### src/rtl/bootlock_pkg.sv
package bootlock_pkg;

    localparam int ADDR_W     = 16;
    localparam int DATA_W     = 8;
    localparam int PROT_BYTES = 8192;

    localparam logic [ADDR_W-1:0] PROT_LIMIT    = ADDR_W'(PROT_BYTES);
    localparam logic [ADDR_W-1:0] ID_MFR_ADDR   = ADDR_W'(0);
    localparam logic [ADDR_W-1:0] ID_DEV_ADDR   = ADDR_W'(1);
    localparam logic [ADDR_W-1:0] ID_LOCK_ADDR  = ADDR_W'(2);
    localparam logic [DATA_W-1:0] MFR_CODE      = 8'h1F;
    localparam logic [DATA_W-1:0] DEV_CODE      = 8'h03;

    typedef enum logic {
        OP_PROGRAM = 1'b0,
        OP_ERASE   = 1'b1
    } op_e;

    typedef struct packed {
        op_e               op;
        logic [ADDR_W-1:0] addr;
        logic [DATA_W-1:0] data;
    } req_t;

    function automatic logic in_window(input logic [ADDR_W-1:0] a);
        return a < PROT_LIMIT;
    endfunction

    function automatic logic [DATA_W-1:0] id_word(input logic [ADDR_W-1:0] a,
                                                  input logic              locked);
        logic [DATA_W-1:0] w;
        w = '0;
        if (a == ID_MFR_ADDR)       w = MFR_CODE;
        else if (a == ID_DEV_ADDR)  w = DEV_CODE;
        else if (a == ID_LOCK_ADDR) w = {{(DATA_W-1){1'b0}}, locked};
        return w;
    endfunction

endpackage

### src/rtl/bootlock_flag.sv
module bootlock_flag (
    input  logic clk,
    input  logic por,
    input  logic set_i,
    output logic locked_o
);
    always_ff @(posedge clk) begin
        if (por)        locked_o <= 1'b0;
        else if (set_i) locked_o <= 1'b1;
    end

    // once set, only power-on reset clears the flag
    a_r3_lock_sticky: assert property (@(posedge clk) disable iff (por)
        locked_o |=> locked_o);

    // a strobe always leaves the flag set
    a_r3_set_takes: assert property (@(posedge clk) disable iff (por)
        set_i |=> locked_o);
endmodule

### src/rtl/bootlock_req_gate.sv
module bootlock_req_gate
    import bootlock_pkg::*;
(
    input  logic clk,
    input  logic por,
    input  logic srst,
    input  logic locked_i,
    input  logic req_valid_i,
    input  req_t req_i,
    output logic gnt_valid_o,
    output req_t gnt_o
);
    logic blocked;

    always_comb begin
        blocked = locked_i && (req_i.op == OP_PROGRAM) && in_window(req_i.addr);
    end

    always_ff @(posedge clk) begin
        if (por || srst) begin
            gnt_valid_o <= 1'b0;
            gnt_o       <= '0;
        end else begin
            gnt_valid_o <= req_valid_i && !blocked;
            if (req_valid_i) gnt_o <= req_i;
        end
    end

    // a program into the locked window never reaches the array
    a_r4_no_locked_program: assert property (@(posedge clk) disable iff (por || srst)
        (req_valid_i && req_i.op == OP_PROGRAM && locked_i && req_i.addr < PROT_LIMIT)
        |=> !gnt_valid_o);

    // programs outside the window pass with address and data intact
    a_r5_outside_passes: assert property (@(posedge clk) disable iff (por || srst)
        (req_valid_i && req_i.op == OP_PROGRAM && req_i.addr >= PROT_LIMIT)
        |=> (gnt_valid_o && gnt_o.addr == $past(req_i.addr) && gnt_o.data == $past(req_i.data)));

    // erase requests are always forwarded
    a_r6_erase_forwarded: assert property (@(posedge clk) disable iff (por || srst)
        (req_valid_i && req_i.op == OP_ERASE) |=> (gnt_valid_o && gnt_o.op == OP_ERASE));

    // soft reset empties the request output
    a_r11_srst_clears_gnt: assert property (@(posedge clk) disable iff (por)
        srst |=> !gnt_valid_o);
endmodule

### src/rtl/bootlock_id_mux.sv
module bootlock_id_mux
    import bootlock_pkg::*;
(
    input  logic              clk,
    input  logic              por,
    input  logic              srst,
    input  logic              locked_i,
    input  logic              id_mode_i,
    input  logic [ADDR_W-1:0] addr_i,
    input  logic [DATA_W-1:0] arr_data_i,
    output logic [DATA_W-1:0] data_o
);
    logic [DATA_W-1:0] next_word;

    always_comb begin
        next_word = id_mode_i ? id_word(addr_i, locked_i) : arr_data_i;
    end

    always_ff @(posedge clk) begin
        if (por || srst) data_o <= '0;
        else             data_o <= next_word;
    end

    // array data passes through outside identification mode
    a_r7_array_pass: assert property (@(posedge clk) disable iff (por || srst)
        !id_mode_i |=> data_o == $past(arr_data_i));

    // manufacturer code at address 0
    a_r8_mfr_code: assert property (@(posedge clk) disable iff (por || srst)
        (id_mode_i && addr_i == ID_MFR_ADDR) |=> data_o == MFR_CODE);

    // lock state at address 2, upper bits zero
    a_r9_lock_readback: assert property (@(posedge clk) disable iff (por || srst)
        (id_mode_i && addr_i == ID_LOCK_ADDR)
        |=> (data_o[DATA_W-1:1] == '0 && data_o[0] == $past(locked_i)));

    // unused identification addresses read zero
    a_r10_id_zero: assert property (@(posedge clk) disable iff (por || srst)
        (id_mode_i && addr_i > ID_LOCK_ADDR) |=> data_o == '0);

    // soft reset clears the read register
    a_r11_srst_clears_rd: assert property (@(posedge clk) disable iff (por)
        srst |=> data_o == '0);
endmodule

### src/rtl/bootlock_guard.sv
module bootlock_guard
    import bootlock_pkg::*;
(
    input  logic              clk,
    input  logic              por,
    input  logic              srst,
    input  logic              lock_set,
    input  logic              id_mode,
    input  logic [ADDR_W-1:0] rd_addr,
    input  logic [DATA_W-1:0] arr_rd_data,
    input  logic              req_valid,
    input  logic              req_erase,
    input  logic [ADDR_W-1:0] req_addr,
    input  logic [DATA_W-1:0] req_data,
    output logic              gnt_valid,
    output logic              gnt_erase,
    output logic [ADDR_W-1:0] gnt_addr,
    output logic [DATA_W-1:0] gnt_data,
    output logic              erase_mask,
    output logic [DATA_W-1:0] rd_data
);
    logic locked;
    req_t req_in;
    req_t gnt_out;

    always_comb begin
        req_in.op   = req_erase ? OP_ERASE : OP_PROGRAM;
        req_in.addr = req_addr;
        req_in.data = req_data;
    end

    bootlock_flag u_flag (
        .clk      (clk),
        .por      (por),
        .set_i    (lock_set),
        .locked_o (locked)
    );

    bootlock_req_gate u_gate (
        .clk         (clk),
        .por         (por),
        .srst        (srst),
        .locked_i    (locked),
        .req_valid_i (req_valid),
        .req_i       (req_in),
        .gnt_valid_o (gnt_valid),
        .gnt_o       (gnt_out)
    );

    bootlock_id_mux u_idmux (
        .clk        (clk),
        .por        (por),
        .srst       (srst),
        .locked_i   (locked),
        .id_mode_i  (id_mode),
        .addr_i     (rd_addr),
        .arr_data_i (arr_rd_data),
        .data_o     (rd_data)
    );

    assign gnt_erase  = (gnt_out.op == OP_ERASE);
    assign gnt_addr   = gnt_out.addr;
    assign gnt_data   = gnt_out.data;
    assign erase_mask = locked;

    // power-on reset leaves everything idle and unlocked
    a_r2_por_idle: assert property (@(posedge clk)
        por |=> (!erase_mask && !gnt_valid && rd_data == '0));

    // soft reset never drops the mask
    a_r3_srst_keeps_mask: assert property (@(posedge clk) disable iff (por)
        (srst && erase_mask) |=> erase_mask);
endmodule

### config.mk
export PLATFORM = sky130hd
export DESIGN_NAME = bootlock_guard
export DESIGN_NICKNAME = d
export VERILOG_FILES = /design/src/rtl/bootlock_pkg.sv /design/src/rtl/bootlock_flag.sv /design/src/rtl/bootlock_req_gate.sv /design/src/rtl/bootlock_id_mux.sv /design/src/rtl/bootlock_guard.sv
export SDC_FILE = /design/constraint.sdc
export NUM_CORES = 1
export LEC_CHECK = 0
export CAP_MARGIN = 20
export CORE_ASPECT_RATIO = 1.2
export CORE_MARGIN = 4
export CORE_UTILIZATION = 38
export CTS_BUF_LIST = sky130_fd_sc_hd__clkbuf_8
export CTS_CLUSTER_DIAMETER = 60
export DETAILED_ROUTE_END_ITERATION = 8
export PLACE_DENSITY_LB_ADDON = 0.08
export SETUP_SLACK_MARGIN = 0.15
export SYNTH_ARGS = -nofsm -noshare
export SYNTH_HDL_FRONTEND = slang
export SYNTH_SLANG_ARGS = --single-unit
### constraint.sdc
create_clock -name clk -period 1.6 [get_ports clk]
set_input_delay 0.4 -clock clk [delete_from_list [all_inputs] [get_ports clk]]
set_output_delay 0.4 -clock clk [all_outputs]
set_load 0.005 [all_outputs]
After elaboration in Yosys (flattened, before gate mapping)
Cells that the tools add are included.
{"block": "op_classes", "n_lt_le_gt_ge": 1, "eq_ne": 2, "muxes": 5, "n_bitwise": 1, "reduce_logical": 6}
{"cell": "$mux 8", "count": 3}
{"cell": "$eq 16x1->1 const B", "count": 1}
{"cell": "$eq 16x2->1 const B", "count": 1}
{"cell": "$logic_not 16->1", "count": 1}
{"cell": "$lt 16x14->1 const B", "count": 1}
{"cell": "$logic_and 1x1->1", "count": 3}
{"cell": "$mux 1", "count": 2}
{"cell": "$logic_not 1->1", "count": 1}
{"cell": "$logic_or 1x1->1", "count": 1}
{"cell": "$not 1->1", "count": 1}
{"block": "word_totals", "register_bits": 35, "in_bits": 55, "output_inout_bits": 35}

Longest topological paths before layout
{"block": "logic_depth", "word_depth": 6, "mapped_depth": 4}

Cells and area by module
A second synthesis with hierarchy kept.
{"block": "hier_totals", "hier_cells": 120, "hier_area_um2": 1281.2}
{"mod": "bootlock_req_gate", "n_inst": 1, "cells_each": 86, "area_per_inst_um2": 955.9, "seq_area_each_um2": 520.5}
{"mod": "bootlock_id_mux", "n_inst": 1, "cells_each": 32, "area_per_inst_um2": 295.3, "seq_area_each_um2": 160.2}
{"mod": "bootlock_flag", "n_inst": 1, "cells_each": 2, "area_per_inst_um2": 30.0, "seq_area_each_um2": 20.0}

Least setup slack after synthesis
OpenSTA, ideal clock, no wires.
{"block": "synth_timing", "path_kind": "input port to flip-flop", "start": "input req_erase", "end": "register u_gate.gnt_valid_o", "setup_ns": 0.122, "t_arrival_ns": 1.026, "t_required_ns": 1.478, "path_slack_ns": 0.452, "path_stages": 2, "cell_sequence": "or3b_1 -> o311a_1"}
{"block": "synth_via", "elab_chain_len": 6}
{"element": "start: declaration", "line": "bootlock_guard.sv:12", "source": "input logic req_erase,"}
{"element": "$mux 1", "line": "bootlock_guard.sv:27", "source": "req_in.op = req_erase ? OP_ERASE : OP_PROGRAM;"}
{"element": "$not 1->1", "line": "bootlock_req_gate.sv:16", "source": "blocked = locked_i && (req_i.op == OP_PROGRAM) && in_window(req_i.addr);"}
{"element": "$logic_and 1x1->1 (2 in series)", "line": "bootlock_req_gate.sv:16"}
{"element": "$logic_not 1->1", "line": "bootlock_req_gate.sv:24", "source": "gnt_valid_o <= req_valid_i && !blocked;"}
{"element": "$logic_and 1x1->1", "line": "bootlock_req_gate.sv:24"}
{"element": "end signal: assignment", "line": "bootlock_req_gate.sv:24"}
{"element": "end: declaration", "line": "bootlock_req_gate.sv:10", "source": "output logic gnt_valid_o,"}
Every way passes these cells.
A chain may end at the register's enable or synchronous reset.

Final worst setup path
{"block": "layout_timing", "start": "input rd_addr[13]", "end": "register u_idmux.data_o[0]"}
{"block": "layout_via", "elab_chain_len": 5}
{"element": "start: declaration", "line": "bootlock_guard.sv:9", "source": "input logic [ADDR_W-1:0] rd_addr,"}
{"element": "$eq 16x2->1", "line": "bootlock_pkg.sv:35", "source": "else if (a == ID_LOCK_ADDR) w = {{(DATA_W-1){1'b0}}, locked};"}
{"element": "$mux 1", "line": "bootlock_pkg.sv:35"}
{"element": "$mux 8", "line": "bootlock_pkg.sv:34", "source": "else if (a == ID_DEV_ADDR) w = DEV_CODE;"}
{"element": "$mux 8 (*)", "line": "bootlock_pkg.sv:33", "source": "if (a == ID_MFR_ADDR) w = MFR_CODE;"}
{"element": "$mux 8 (*)", "line": "bootlock_id_mux.sv:16", "source": "next_word = id_mode_i ? id_word(addr_i, locked_i) : arr_data_i;"}
{"element": "end signal: assignment", "line": "bootlock_id_mux.sv:21", "source": "else data_o <= next_word;"}
{"element": "end: declaration", "line": "bootlock_id_mux.sv:11", "source": "output logic [DATA_W-1:0] data_o"}
Every way passes the cells marked *; elsewhere a longest branch is shown, timed or not.

==> run summary <==
ANT nets after route = 0
Final setup viols = 0
CP max stage delay = 400 ps
Max-slew headroom = 77.0%
Die area = 4390 um^2
WL/cell = 13.3 um
Fraction of registers with async set/reset = 0%
Worst-path fanout max = 2
HPWL after detailed placement = 2790 um
First-pass GRT wire length = 5590 um
Area contributors post-synth = dfxtp_1 (54%), mux2i_1 (19%), nor2_1 (8.5%)
Leading area contributor after synthesis = dfxtp_1
Combinational power share = 16.1%
Crit path kind = in -> reg
Row count = 22
DIE WIDTH = 61.1 um
Achievable frequency = 727 MHz
CP max stage cell = clkdlybuf4s50_1
Min-delay worst type = reg -> reg
N_diodes = 0
Initial antenna violation count = 0
DRT Pass-1 Iters = 4
Worst reg2reg endpoint = u_gate.gnt_valid_o
Sw Ratio = 21.8%
Cells after Synth = 121
Seq/Total Area, Yosys = 54.4%
Filler cell count = 272
Status = complete, no violations
H-tree Lvls = 2
Most common cell in the netlist = dfxtp_1
Static leakage = 0.00109 uW
CTS tree = built
Post-synth top area share = 54.4%
DRC = 0
Fin. Hold Viols = 0
GPL Wtd Cong = 0.685
Met1 GRT Util = 17.2%
Drt total wl = 3370 um
Tot GR Track Use = 17.0%
CTS Buf Count = 5
Mean cell area of the mapped netlist = 10.6 um^2
Worst EP required = 1800 ps
CTS Hold Bufs = 0
Final Critical Period = 1380 ps
Final Max Slew Viols = 0
Max Cap Viol = 0
Nets = 272
Vias = 1,207
Yosys warning total = 0
Post-Syn Area = 1290 um^2
Number of post-CTS setup repair buffers = 0
Levels on crit path = 4
Core Box Area = 3170 um^2
Yosys cell types = 21
Largest net degree at the start of global routing = 27
Startpoint types = input port
Starting Density = 40.7%
Power Density = 777 nW/um^2
Met3 usage = 8.29%
Nature of the critical path endpoint = flip-flop
Top FF cell, synth = dfxtp_1
P_int = 1390 uW
CP top delay family = simple AND/OR/NAND/NOR gates
Yosys reg bits = 35
Number of DRC markers in iteration 0 = 19
Hold_ws = 492 ps
Die H = 71.8 um
Least-Margin Pin Slew = 342 ps
RSZ-0062 raised after global routing = false
Peak supply drop = 0.000704 V
Fin crit share = 86.0%
Area grow syn2layout = 77.2%
Met2 GRT Util = 28.9%
R2R cell count = 2
Grt ovf = 0
Worst reg2reg path startpoint = u_flag.locked_o
Critical path, cell by cell = clkdlybuf4s50_1 > nor4_1 > nand2_1 > o31ai_2
Syn Nets = 176
IO Port Bufs = 89
Critical Path Sink = u_idmux.data_o[0]
Gr busiest metal = met2
Vias in the first global route = 1,289
Buffers & Inverters on Critical Path = 1
Tot Pwr = 1770 uW
Top Ports = 90
Root buf cell = clkbuf_8
Post-synth top cells = dfxtp_1 (35), nor2_1 (29), mux2i_1 (25)
Sw Pwr = 387 uW
Placed cell count = 246
Clk Latency, worst-skew pair = 280 ps
Setup Skew = 0.0909 ps
Number of vias per cell = 4.75
Clock buffer depth = 2
Worst reg-to-reg setup slack = 480 ps
Worst EP arrival = 1570 ps
Fin cells = 254
Clock power frac = 32.4%
Reg clk slew, reported paths = 60 ps
Layout cell share with drive strength beyond 1 = 8.26%
Sequential share of power = 51.4%
CTS sink count = 35
CP startpoint = rd_addr[13]
Number of flops mapped to enable cells by yosys = 0
==> state kept, by name, indices dropped and copies added, names as in the netlist <==
register,count
u_gate.gnt_o,25
u_idmux.data_o,8
u_flag.locked_o,1
u_gate.gnt_valid_o,1
==> metal layers <==
layer  wire length (um)  vias to the layer above  share of wire (%)
met5                  0                        -                  0
met3                418                        8                 12
met2               1690                       61                 50
met1               1200                      534                 36
met4                 65                        0                1.9
li1                   -                      604                  -
==> cells by family after synthesis <==
kind of cell / after synthesis / synth area share (%)
AOI/OAI and AO/OA: 7 / 4.47
buffers and inverters: 7 / 3.21
DFF: 35 / 54.4
muxes: 25 / 19.4
and+or+nand+nor: 47 / 18.5
==> power by group through the flow <==
stage | clock network [uW] | logic [uW] | registers [uW]
2_1_floorplan | 0 | 87.2 | 935
3_3_place_gp | 0 | 302 | 932
3_5_place_dp | 0 | 309 | 933
4_1_cts | 599 | 291 | 913
5_1_grt | 638 | 312 | 916
6_report | 575 | 286 | 912
==> metrics by stage <==
stage / worst slack [ps] / TNS, ps / util (%) / instance area, um^2
after floorplan: 452 / 0 / - / 1290
after global placement: -10.7 / -16.5 / 70.9 / 2240
after detailed placement: -83.8 / -110 / 70.9 / 2240
after CTS: 214 / 0 / 72.1 / 2280
after global routing: 167 / 0 / 72.1 / 2280
final: 224 / 0 / 72.1 / 2280
==> placed cells by master (no fill, tap or decap) <==
master            n
nor4_1            1
mux2i_1          25
clkinv_2          1
nor3_1            1
nand3_1           1
clkdlybuf4s50_1  54
nor2_1           29
a21boi_0          1
dlygate4sd2_1    35
nor4b_2           1
nor3_2            1
and2_1            3
nor4_4            1
buf_12            1
o311a_1           1
nand3_2           1
clkbuf_8          5
or2_1             1
inv_1             3
or3b_1            1
o31ai_2           2
buf_4             5
dfxtp_1          35
nand2_1           6
o21ai_0           3
==> how the worst min path moves through the flow <==
stage / from / endpoint / cells past startpoint / slack [ps]
after CTS: u_gate.gnt_o[10] / u_gate.gnt_o[10] / 2 / 500
after floorplan: por / u_flag.locked_o / 1 / 470
after global routing: u_gate.gnt_o[20] / u_gate.gnt_o[20] / 2 / 540
after detailed placement: u_gate.gnt_o[0] / u_gate.gnt_o[0] / 2 / 490
final: u_gate.gnt_o[19] / u_gate.gnt_o[19] / 2 / 490
after global placement: u_gate.gnt_o[4] / u_gate.gnt_o[4] / 2 / 470
==> tightest hold or removal path: cells and delay by family (launching register included) <==
family,cells,cell delay [ps]
flip-flops,1,320
multiplexers,1,70
AND/OR/NAND/NOR,1,70
==> cell type report <==
type,instances,area (um^2),share of cell area (%)
flip-flops and latches,35,701,30.7
well taps,36,45.0,1.97
clock inverters,3,12.5,0.549
multi-input cells,79,546,23.9
repair buffers,95,905,39.7
clock buffers,5,68.8,3.02
inverters,1,3.75,0.165
==> repair_timing <==
| item | 4_1_cts | 5_1_grt |
|---|---|---|
| gates resized for setup | 35 | 0 |
| setup endpoints to repair | 35 | 0 |
| endpoints found under the hold margin | 0 | 0 |
Power figures use the tool's default switching activity.
